<file path="src/rtl/epd_framer_pkg.sv">
package epd_framer_pkg;

  typedef enum logic [2:0] {
    S_IDLE = 3'd0,
    S_LEAD = 3'd1,
    S_HIGH = 3'd2,
    S_WAIT = 3'd3,
    S_TAIL = 3'd4
  } framerState_t;

  // Frame kinds: bit1 = block, bit0 = first byte is data
  localparam logic [1:0] KIND_CMD      = 2'b00;
  localparam logic [1:0] KIND_DATA     = 2'b01;
  localparam logic [1:0] KIND_CMD_BLK  = 2'b10;
  localparam logic [1:0] KIND_DATA_BLK = 2'b11;

  typedef struct packed {
    logic loadByte;   // take a new byte, pull CSB low
    logic dcCmd;      // loaded byte is a command (DC low)
    logic shiftBit;   // advance to next bit on falling SCLK
    logic sclkRise;
    logic sclkFall;
    logic csbRelease; // end the frame, DC back to data
  } ctrlStrobes_t;

endpackage

</file>
<file path="src/rtl/epd_framer_ctrl.sv">
module epd_framer_ctrl
  import epd_framer_pkg::*;
#(
  parameter int DATA_W  = 8,
  parameter int CLK_DIV = 5
) (
  input  logic         clk,
  input  logic         rstN,
  input  logic [1:0]   reqKind,
  input  logic         byteValid,
  input  logic         byteLast,
  output logic         byteReady,
  output logic         busy,
  output logic         done,
  output ctrlStrobes_t strobes
);

  localparam int CW = (CLK_DIV > 1) ? $clog2(CLK_DIV) : 1;
  localparam int BW = (DATA_W > 1) ? $clog2(DATA_W) : 1;
  localparam logic [CW-1:0] HALF_LAST = CW'(CLK_DIV - 1);
  localparam logic [BW-1:0] BIT_LAST  = BW'(DATA_W - 1);

  framerState_t state;
  logic [CW-1:0] halfCnt;
  logic [BW-1:0] bitCnt;
  logic          lastByte;
  logic          tick;
  logic          timed;

  assign timed     = (state == S_LEAD) || (state == S_HIGH) || (state == S_TAIL);
  assign tick      = timed && (halfCnt == HALF_LAST);
  assign byteReady = (state == S_IDLE) || (state == S_WAIT);
  assign busy      = (state != S_IDLE);

  always_comb begin
    strobes            = '0;
    strobes.loadByte   = byteReady && byteValid;
    strobes.dcCmd      = (state == S_IDLE) && !reqKind[0];
    strobes.sclkRise   = (state == S_LEAD) && tick;
    strobes.sclkFall   = (state == S_HIGH) && tick;
    strobes.shiftBit   = (state == S_HIGH) && tick && (bitCnt != BIT_LAST);
    strobes.csbRelease = (state == S_TAIL) && tick;
  end

  always_ff @(posedge clk) begin
    if (!rstN) begin
      state    <= S_IDLE;
      halfCnt  <= '0;
      bitCnt   <= '0;
      lastByte <= 1'b0;
      done     <= 1'b0;
    end else begin
      done <= 1'b0;
      if (timed && !tick) halfCnt <= halfCnt + 1'b1;
      else                halfCnt <= '0;
      case (state)
        S_IDLE: if (byteValid) begin
          // single kinds end after one byte whatever byteLast says
          lastByte <= !reqKind[1] || byteLast;
          bitCnt   <= '0;
          state    <= S_LEAD;
        end
        S_LEAD: if (tick) state <= S_HIGH;
        S_HIGH: if (tick) begin
          if (bitCnt == BIT_LAST) begin
            state <= lastByte ? S_TAIL : S_WAIT;
          end else begin
            bitCnt <= bitCnt + 1'b1;
            state  <= S_LEAD;
          end
        end
        S_WAIT: if (byteValid) begin
          lastByte <= byteLast;
          bitCnt   <= '0;
          state    <= S_LEAD;
        end
        S_TAIL: if (tick) begin
          done  <= 1'b1;
          state <= S_IDLE;
        end
        default: state <= S_IDLE;
      endcase
    end
  end

  // done is a single-cycle pulse
  p_done_pulse_r8: assert property (@(posedge clk) disable iff (!rstN)
    done |=> !done);

  // an accepted first byte makes the block busy on the next cycle
  p_accept_busy_r8: assert property (@(posedge clk) disable iff (!rstN)
    (state == S_IDLE && byteValid) |=> (busy && !byteReady));

  // a single-kind frame never waits for a second byte
  p_single_no_wait_r10: assert property (@(posedge clk) disable iff (!rstN)
    (state == S_IDLE && byteValid && !reqKind[1]) |=> lastByte);

endmodule

</file>
<file path="src/rtl/epd_framer_dp.sv">
module epd_framer_dp
  import epd_framer_pkg::*;
#(
  parameter int DATA_W = 8
) (
  input  logic              clk,
  input  logic              rstN,
  input  ctrlStrobes_t      strobes,
  input  logic [DATA_W-1:0] byteData,
  output logic              spiSclk,
  output logic              spiMosi,
  output logic              spiCsb,
  output logic              spiDc
);

  logic [DATA_W-1:0] shiftReg;

  assign spiMosi = shiftReg[DATA_W-1];

  always_ff @(posedge clk) begin
    if (!rstN) begin
      shiftReg <= '0;
      spiSclk  <= 1'b0;
      spiCsb   <= 1'b1;
      spiDc    <= 1'b1;
    end else begin
      if (strobes.loadByte) begin
        shiftReg <= byteData;
        spiCsb   <= 1'b0;
        spiDc    <= !strobes.dcCmd;
      end else if (strobes.shiftBit) begin
        shiftReg <= {shiftReg[DATA_W-2:0], 1'b0};
      end
      if (strobes.sclkRise)      spiSclk <= 1'b1;
      else if (strobes.sclkFall) spiSclk <= 1'b0;
      if (strobes.csbRelease) begin
        spiCsb <= 1'b1;
        spiDc  <= 1'b1;
      end
    end
  end

  // the serial clock only toggles inside a chip-select frame
  p_sclk_in_frame_r5: assert property (@(posedge clk) disable iff (!rstN)
    spiSclk |-> !spiCsb);

  // data holds while the clock is high
  p_mosi_hold_r5: assert property (@(posedge clk) disable iff (!rstN)
    (spiSclk && $past(spiSclk)) |-> $stable(spiMosi));

  // DC never moves during a high phase
  p_dc_hold_r7: assert property (@(posedge clk) disable iff (!rstN)
    spiSclk |-> $stable(spiDc));

  // releasing chip select leaves DC at data level
  p_release_dc_high_r1: assert property (@(posedge clk) disable iff (!rstN)
    $rose(spiCsb) |-> spiDc);

endmodule

</file>
<file path="src/rtl/epd_spi_framer.sv">
module epd_spi_framer
  import epd_framer_pkg::*;
#(
  parameter int DATA_W  = 8,
  parameter int CLK_DIV = 5
) (
  input  logic              clk,
  input  logic              rstN,
  input  logic [1:0]        reqKind,
  input  logic              byteValid,
  input  logic [DATA_W-1:0] byteData,
  input  logic              byteLast,
  output logic              byteReady,
  output logic              spiSclk,
  output logic              spiMosi,
  output logic              spiCsb,
  output logic              spiDc,
  output logic              busSel,
  output logic              busy,
  output logic              done
);

  ctrlStrobes_t strobes;

  assign busSel = 1'b0;

  epd_framer_ctrl #(.DATA_W(DATA_W), .CLK_DIV(CLK_DIV)) uCtrl (
    .clk      (clk),
    .rstN     (rstN),
    .reqKind  (reqKind),
    .byteValid(byteValid),
    .byteLast (byteLast),
    .byteReady(byteReady),
    .busy     (busy),
    .done     (done),
    .strobes  (strobes)
  );

  epd_framer_dp #(.DATA_W(DATA_W)) uDp (
    .clk     (clk),
    .rstN    (rstN),
    .strobes (strobes),
    .byteData(byteData),
    .spiSclk (spiSclk),
    .spiMosi (spiMosi),
    .spiCsb  (spiCsb),
    .spiDc   (spiDc)
  );

endmodule

</file>
<file path="config.mk">
export PLATFORM = sky130hd
export DESIGN_NAME = epd_spi_framer
export DESIGN_NICKNAME = d
export VERILOG_FILES = /design/src/rtl/epd_framer_pkg.sv /design/src/rtl/epd_framer_ctrl.sv /design/src/rtl/epd_framer_dp.sv /design/src/rtl/epd_spi_framer.sv
export SDC_FILE = /design/constraint.sdc
export NUM_CORES = 1
export LEC_CHECK = 0
export BUFFER_PORTS_ARGS = -buffer_cell sky130_fd_sc_hd__buf_4
export CAP_MARGIN = 20
export CORE_MARGIN = 2
export CORE_UTILIZATION = 50
export DETAILED_ROUTE_END_ITERATION = 16
export PLACE_DENSITY = 0.7
export SLEW_MARGIN = 20
export SYNTH_ARGS = -nofsm -noshare
export SYNTH_HDL_FRONTEND = slang
export SYNTH_HIERARCHICAL = 1
export SYNTH_SLANG_ARGS = --single-unit
</file>
<file path="constraint.sdc">
create_clock -name clk -period 5.8 [get_ports clk]
set_input_delay 1.16 -clock clk [delete_from_list [all_inputs] [get_ports clk]]
set_output_delay 1.16 -clock clk [all_outputs]
set_load 0.05 [all_outputs]
</file>
# After elaboration in Yosys (flattened, before gate mapping)
# Cells that the tools add are included.
# W data, S select, Z words.
[classes] n_reduce_logical=29 n_eq_ne=14 n_addsub=2 bitwise=1 n_mux=19
[op_table] cell="$mux W3" count=9
[op_table] cell="$mux W8" count=2
[op_table] cell="$pmux W3 S4" count=1
[op_table] cell="$eq A3 B3 Y1 const B" count=3
[op_table] cell="$logic_and A1 B1 Y1" count=8
[op_table] cell="$ne A2 B1 Y1 const B" count=4
[op_table] cell="$reduce_and A4 Y1" count=2
[op_table] cell="$reduce_bool A2 Y1" count=4
[op_table] cell="$add A3 B1 Y3 const B" count=2
[op_table] cell="$eq A3 B2 Y1 const B" count=2
[op_table] cell="$ne A2 B2 Y1 const B" count=3
[op_table] cell="$pmux W3 S2" count=1
[op_table] cell="$mux W1" count=5
[op_table] cell="$logic_not A1 Y1" count=4
[op_table] cell="$logic_or A1 B1 Y1" count=4
[op_table] cell="$reduce_and A2 Y1" count=2
[op_table] cell="$reduce_or A2 Y1" count=2
[op_table] cell="$eq A3 B1 Y1 const B" count=1
[op_table] cell="$logic_not A3 Y1" count=1
[op_table] cell="$ne A3 B3 Y1 const B" count=1
[op_table] cell="$reduce_and A3 Y1" count=1
[op_table] cell="$reduce_bool A3 Y1" count=1
[op_table] cell="$pmux W1 S2" count=1
[op_table] cell="$not A1 Y1" count=1
[totals] out_inout_bits=8 input_bits=14 ff_bits=22 word_cells=74

# Logic depth before layout (Yosys ltp)
[logic_depth] word_depth=8 depth_mapped=8 ltp_nobuf=7

# Cells and area by module
# Netlist, hierarchy kept.
[by_module_without_submodules] module="epd_framer_ctrl" area_each_um2=614.3 seq_area_each_um2=220.2 cells_each=73 n_inst=1
[by_module_without_submodules] module="epd_framer_dp" area_each_um2=541.8 seq_area_each_um2=220.2 cells_each=46 n_inst=1
[by_module_without_submodules] module="epd_spi_framer" area_each_um2=11.3 seq_area_each_um2=0.0 cells_each=2 n_inst=1

# Worst setup path before layout
# OpenSTA, ideal clock, no wires.
[synth_timing] path_type="register -> output" start="reg uCtrl.state[1]" end="out byteReady" path_buffers=1 required_time_ns=4.640 t_arrival_ns=1.262 path_slack_ns=3.378 path_stages_with_launch=4 path_cell_list="dfxtp_1 buf_4 xor2_1 nor2_1"
[synth_between] elab_chain_len=2 word_cells_on_any_way=3 cone_classes="1 x eq/ne; 2 x reduce/logical"
[synth_lines] element="start, declared" line="epd_framer_ctrl.sv:23" source="framerState_t state;"
[synth_lines] element="start signal, assigned" line="epd_framer_ctrl.sv:66" source="state <= lastByte ? S_TAIL : S_WAIT;"
[synth_lines] element="$eq A3 B2 Y1 or $logic_not A3 Y1 (tied branches)" line="epd_framer_ctrl.sv:32" source="assign byteReady = (state == S_IDLE) || (state == S_WAIT);"
[synth_lines] element="$logic_or A1 B1 Y1 *" line="epd_framer_ctrl.sv:32"
[synth_lines] element="end, declared" line="epd_spi_framer.sv:13" source="output logic byteReady,"
# Every way passes the cells marked *; elsewhere a longest branch is shown, timed or not.

# Worst setup path after layout
[layout_timing] start="reg uCtrl.state[0]" end="out byteReady"
# The elaborated chain is that of the path after synthesis.

==> impl_metrics.toml <==
[run_status]
status = "complete, no violations"

[synth]
netlist.area_leader.share_pct = 37.7
synth-simple-area-share_pct = 21.5
synth_top_cell_by_area = "dfxtp_1"
synthMuxAreaShare_pct = 9.00
synthCells = 121
synth_fp_nets = 139
ys_ff_latch = 22
yosys.area_share.adder_pct = 4.29
synth_compound_area_share_pct = 16.9
yosysWarnings = 6
synth_area_um2 = 1170
syn_avg_cell_area_um2 = 9.65
synth_top_family_by_area = "simple AND/OR/NAND/NOR gates"
synth_area_leaders = "dfxtp_1 38%, mux2_4 9.0%, o211a_1 6.0%"
ys_types = 38
synth_xor_area_share_pct = 1.50
ys_seq_area_share_pct = 37.7

[power]
p_sw_w = 0.0000802
intPower_w = 0.000253
p_sw_share_pct = 24.1
p_clk_share_pct = 35.1
p_seq_share_pct = 49.3
leakage_nw = 0.632
share_comb_of_total_power_pct = 15.6
powerDensity_nw_per_um2 = 249
ir_worst_vdd_mv = 0.122

[timing]
hold_violations = 0
setup_viol = 0
maxSlewViolCount = 0
rsz0062_at_grt = "false"
fin_skew_ns = 0.0132
fin_crit_ns = 2.71
fmaxAchievable_mhz = 369
setup_tns_ns = 0
holdWs_ns = 0.464
slew_headroom_pct = 55.6
worstMarginPinSlew_ns = 0.666
period_share_pct = 46.7

[worst_setup_path]
r2r_start = "uCtrl/bitCnt[0]"
regToRegEndpoint = "uDp/shiftReg[5]"
cp_data_required_time_ns = 4.64
crit_type = "register to output port"
r2r_cells = 7
endpoint_kind = "output port"
r2r_slack_ns = 3.46
critPathArrivalTime_ns = 1.55
start_kind = "register"
worstPathMaxFanout = 11

[clocking]
cts_setup_buffers = 0
clockRootBuffer = "clkbuf_4"
cts-hold-fix-buffers = 0
cts_inserted_buffers = 3
clock_latency_ns = 0.32
cts_tree = "built"
clkSlewWorstSetupHoldPaths_ns = 0.11
cts_sinks = 22
cts_resized = 0
htreeDepth = 1
clk_path_buf_depth = 2

[finish]
num_antenna_cells = 0
fin_util_pct = 60.4
nets = 156
finish.instance_area_um2 = 1340
drive_above_1_share_pct = 25.5
area_growth_pct = 14.5

[min_path]
holdCritStartpoint = "uCtrl/halfCnt[0]"
holdCritPathClass = "register to register"
whs_path_depth = 1
whs_endpoint = "uCtrl/halfCnt[0]"

[global_route]
grt_overflow = 0
grt_pass1_vias = 801
antenna_found_initial = 0
grt_first_pass_wirelength_mm = 3.34
grt.total_usage_pct = 16.5
grt_max_degree = 23

[routing]
wl_per_cell_um = 11.9
firstDrtPassIters = 4
antenna_left = 0
drc = 0
dr.first_iter.drc_count = 15
routed_via_density = 5.37
drt_wl_total_mm = 1.97
vias = 886

[placed_design]
dpl_cell_area_um2 = 1280
place_hpwl_mm = 1.46
gp_congestion = 0.826
numPortBuffers = 20

[floorplanning]
chipHeight_um = 52.3
rows = 17
start_util_pct = 52.8
fp.dieW_um = 52.3
fp.coreArea_um2 = 2210
ios = 22
dieArea_um2 = 2740

[job]
max_cap_violations = 0
==> through the flow <==
| stage | worst slack (ns) | total power, W | std cells |
|---|---|---|---|
| global placement | 3.18 | 0.000218 | 161 |
| CTS | 3.11 | 0.000338 | 165 |
| detailed placement | 3.12 | 0.000219 | 161 |
| global route | 2.96 | 0.000348 | 165 |
| finish | 3.09 | 0.000333 | 165 |
| floorplan | 3.38 | 0.000205 | 121 |
==> power groups by stage <==
stage               registers (W)  logic (W)  clock network, W
CTS                      0.000164  0.0000521          0.000122
detailed placement       0.000168  0.0000519                 0
global placement         0.000167  0.0000507                 0
finish                   0.000164  0.0000519          0.000117
global route             0.000165  0.0000564          0.000127
floorplan                0.000171  0.0000345                 0
==> synth_stat cells, drive strengths merged <==
cell type   n
o221a       1
o32ai       1
nand3b      3
conb        1
and2        2
nor2        9
nor3        2
nor2b       4
o21a        2
nor3b       1
or2         1
o21ai       3
ha          4
nand2      11
or3b        2
a21boi      1
o2111a      1
a211o       1
inv         8
xnor2       1
buf         6
a2bb2oi     1
o2111ai     1
xor2        1
o211a       7
nand2b      7
nand4b      1
or2b        2
mux2        7
clkbuf      2
a22oi       1
o22ai       4
dfxtp      22
==> cell families after synthesis <==
logic type | after synthesis
buffers and inverters | 16
adder cells (fa/ha/maj) | 4
other | 1
flip-flops | 22
AO/OA/AOI/OAI | 24
XOR/XNOR | 2
AND/OR/NAND/NOR | 45
multiplexers | 7
==> cells in the final DEF (no fill, tap or decap), types with 2 or more instances in the layout <==
master,Yosys,layout
inv_1,8,8
nand3b_1,3,3
o211a_1,7,7
mux2_4,7,7
nor2_1,9,8
o21a_1,2,2
o22ai_1,4,4
buf_4,2,20
nor2b_1,4,4
ha_1,4,4
nand2_1,11,11
and2_1,2,2
clkbuf_4,0,3
dfxtp_1,22,22
or2b_1,2,2
nor3_1,2,2
nand2b_1,6,6
o21ai_0,3,3
==> metal layers <==
metal	vias up	GRT usage (%)	routed length, µm
met3	5	2.86	95
met2	20	26.3	860
met5	-	0	0
li1	447	-	-
met4	0	8.97	48
met1	414	21.0	962
==> worst max path at each step <==
stage | start | endpoint | slack [ns] | cells after the start
after floorplan | uCtrl/state[1] | byteReady | 3.38 | 3
after global placement | byteValid | uDp/shiftReg[1] | 3.18 | 5
after detailed placement | byteValid | uDp/shiftReg[3] | 3.12 | 5
after CTS | uCtrl/state[0] | byteReady | 3.11 | 3
after global routing | uCtrl/state[0] | byteReady | 2.96 | 3
final | uCtrl/state[0] | byteReady | 3.09 | 3
==> cell type report <==
type                       count  area (µm²)
clock inverter                 1        30.0
tap                           28        35.0
fill                         209         876
clock buffer                   3        22.5
multi-input combinational     83         628
timing repair buffer          20         150
sequential                    22         440
inverter                       8        30.0
==> critical path, cell delays in order (launching register included) <==
cell and delay (ns):
dfxtp_1 0.54, xor2_1 0.42, nor2_1 0.07, buf_4 0.20
==> sequential cells by signal, summed over array words and instances (netlist names) <==
signal	cells
uCtrl/done	1
uCtrl/bitCnt	3
uCtrl/state	3
uDp/spiDc	1
uCtrl/halfCnt	3
uDp/shiftReg	8
uCtrl/lastByte	1
uDp/spiSclk	1
uDp/spiCsb	1
Note: power is estimated with default switching activity, not from simulation.
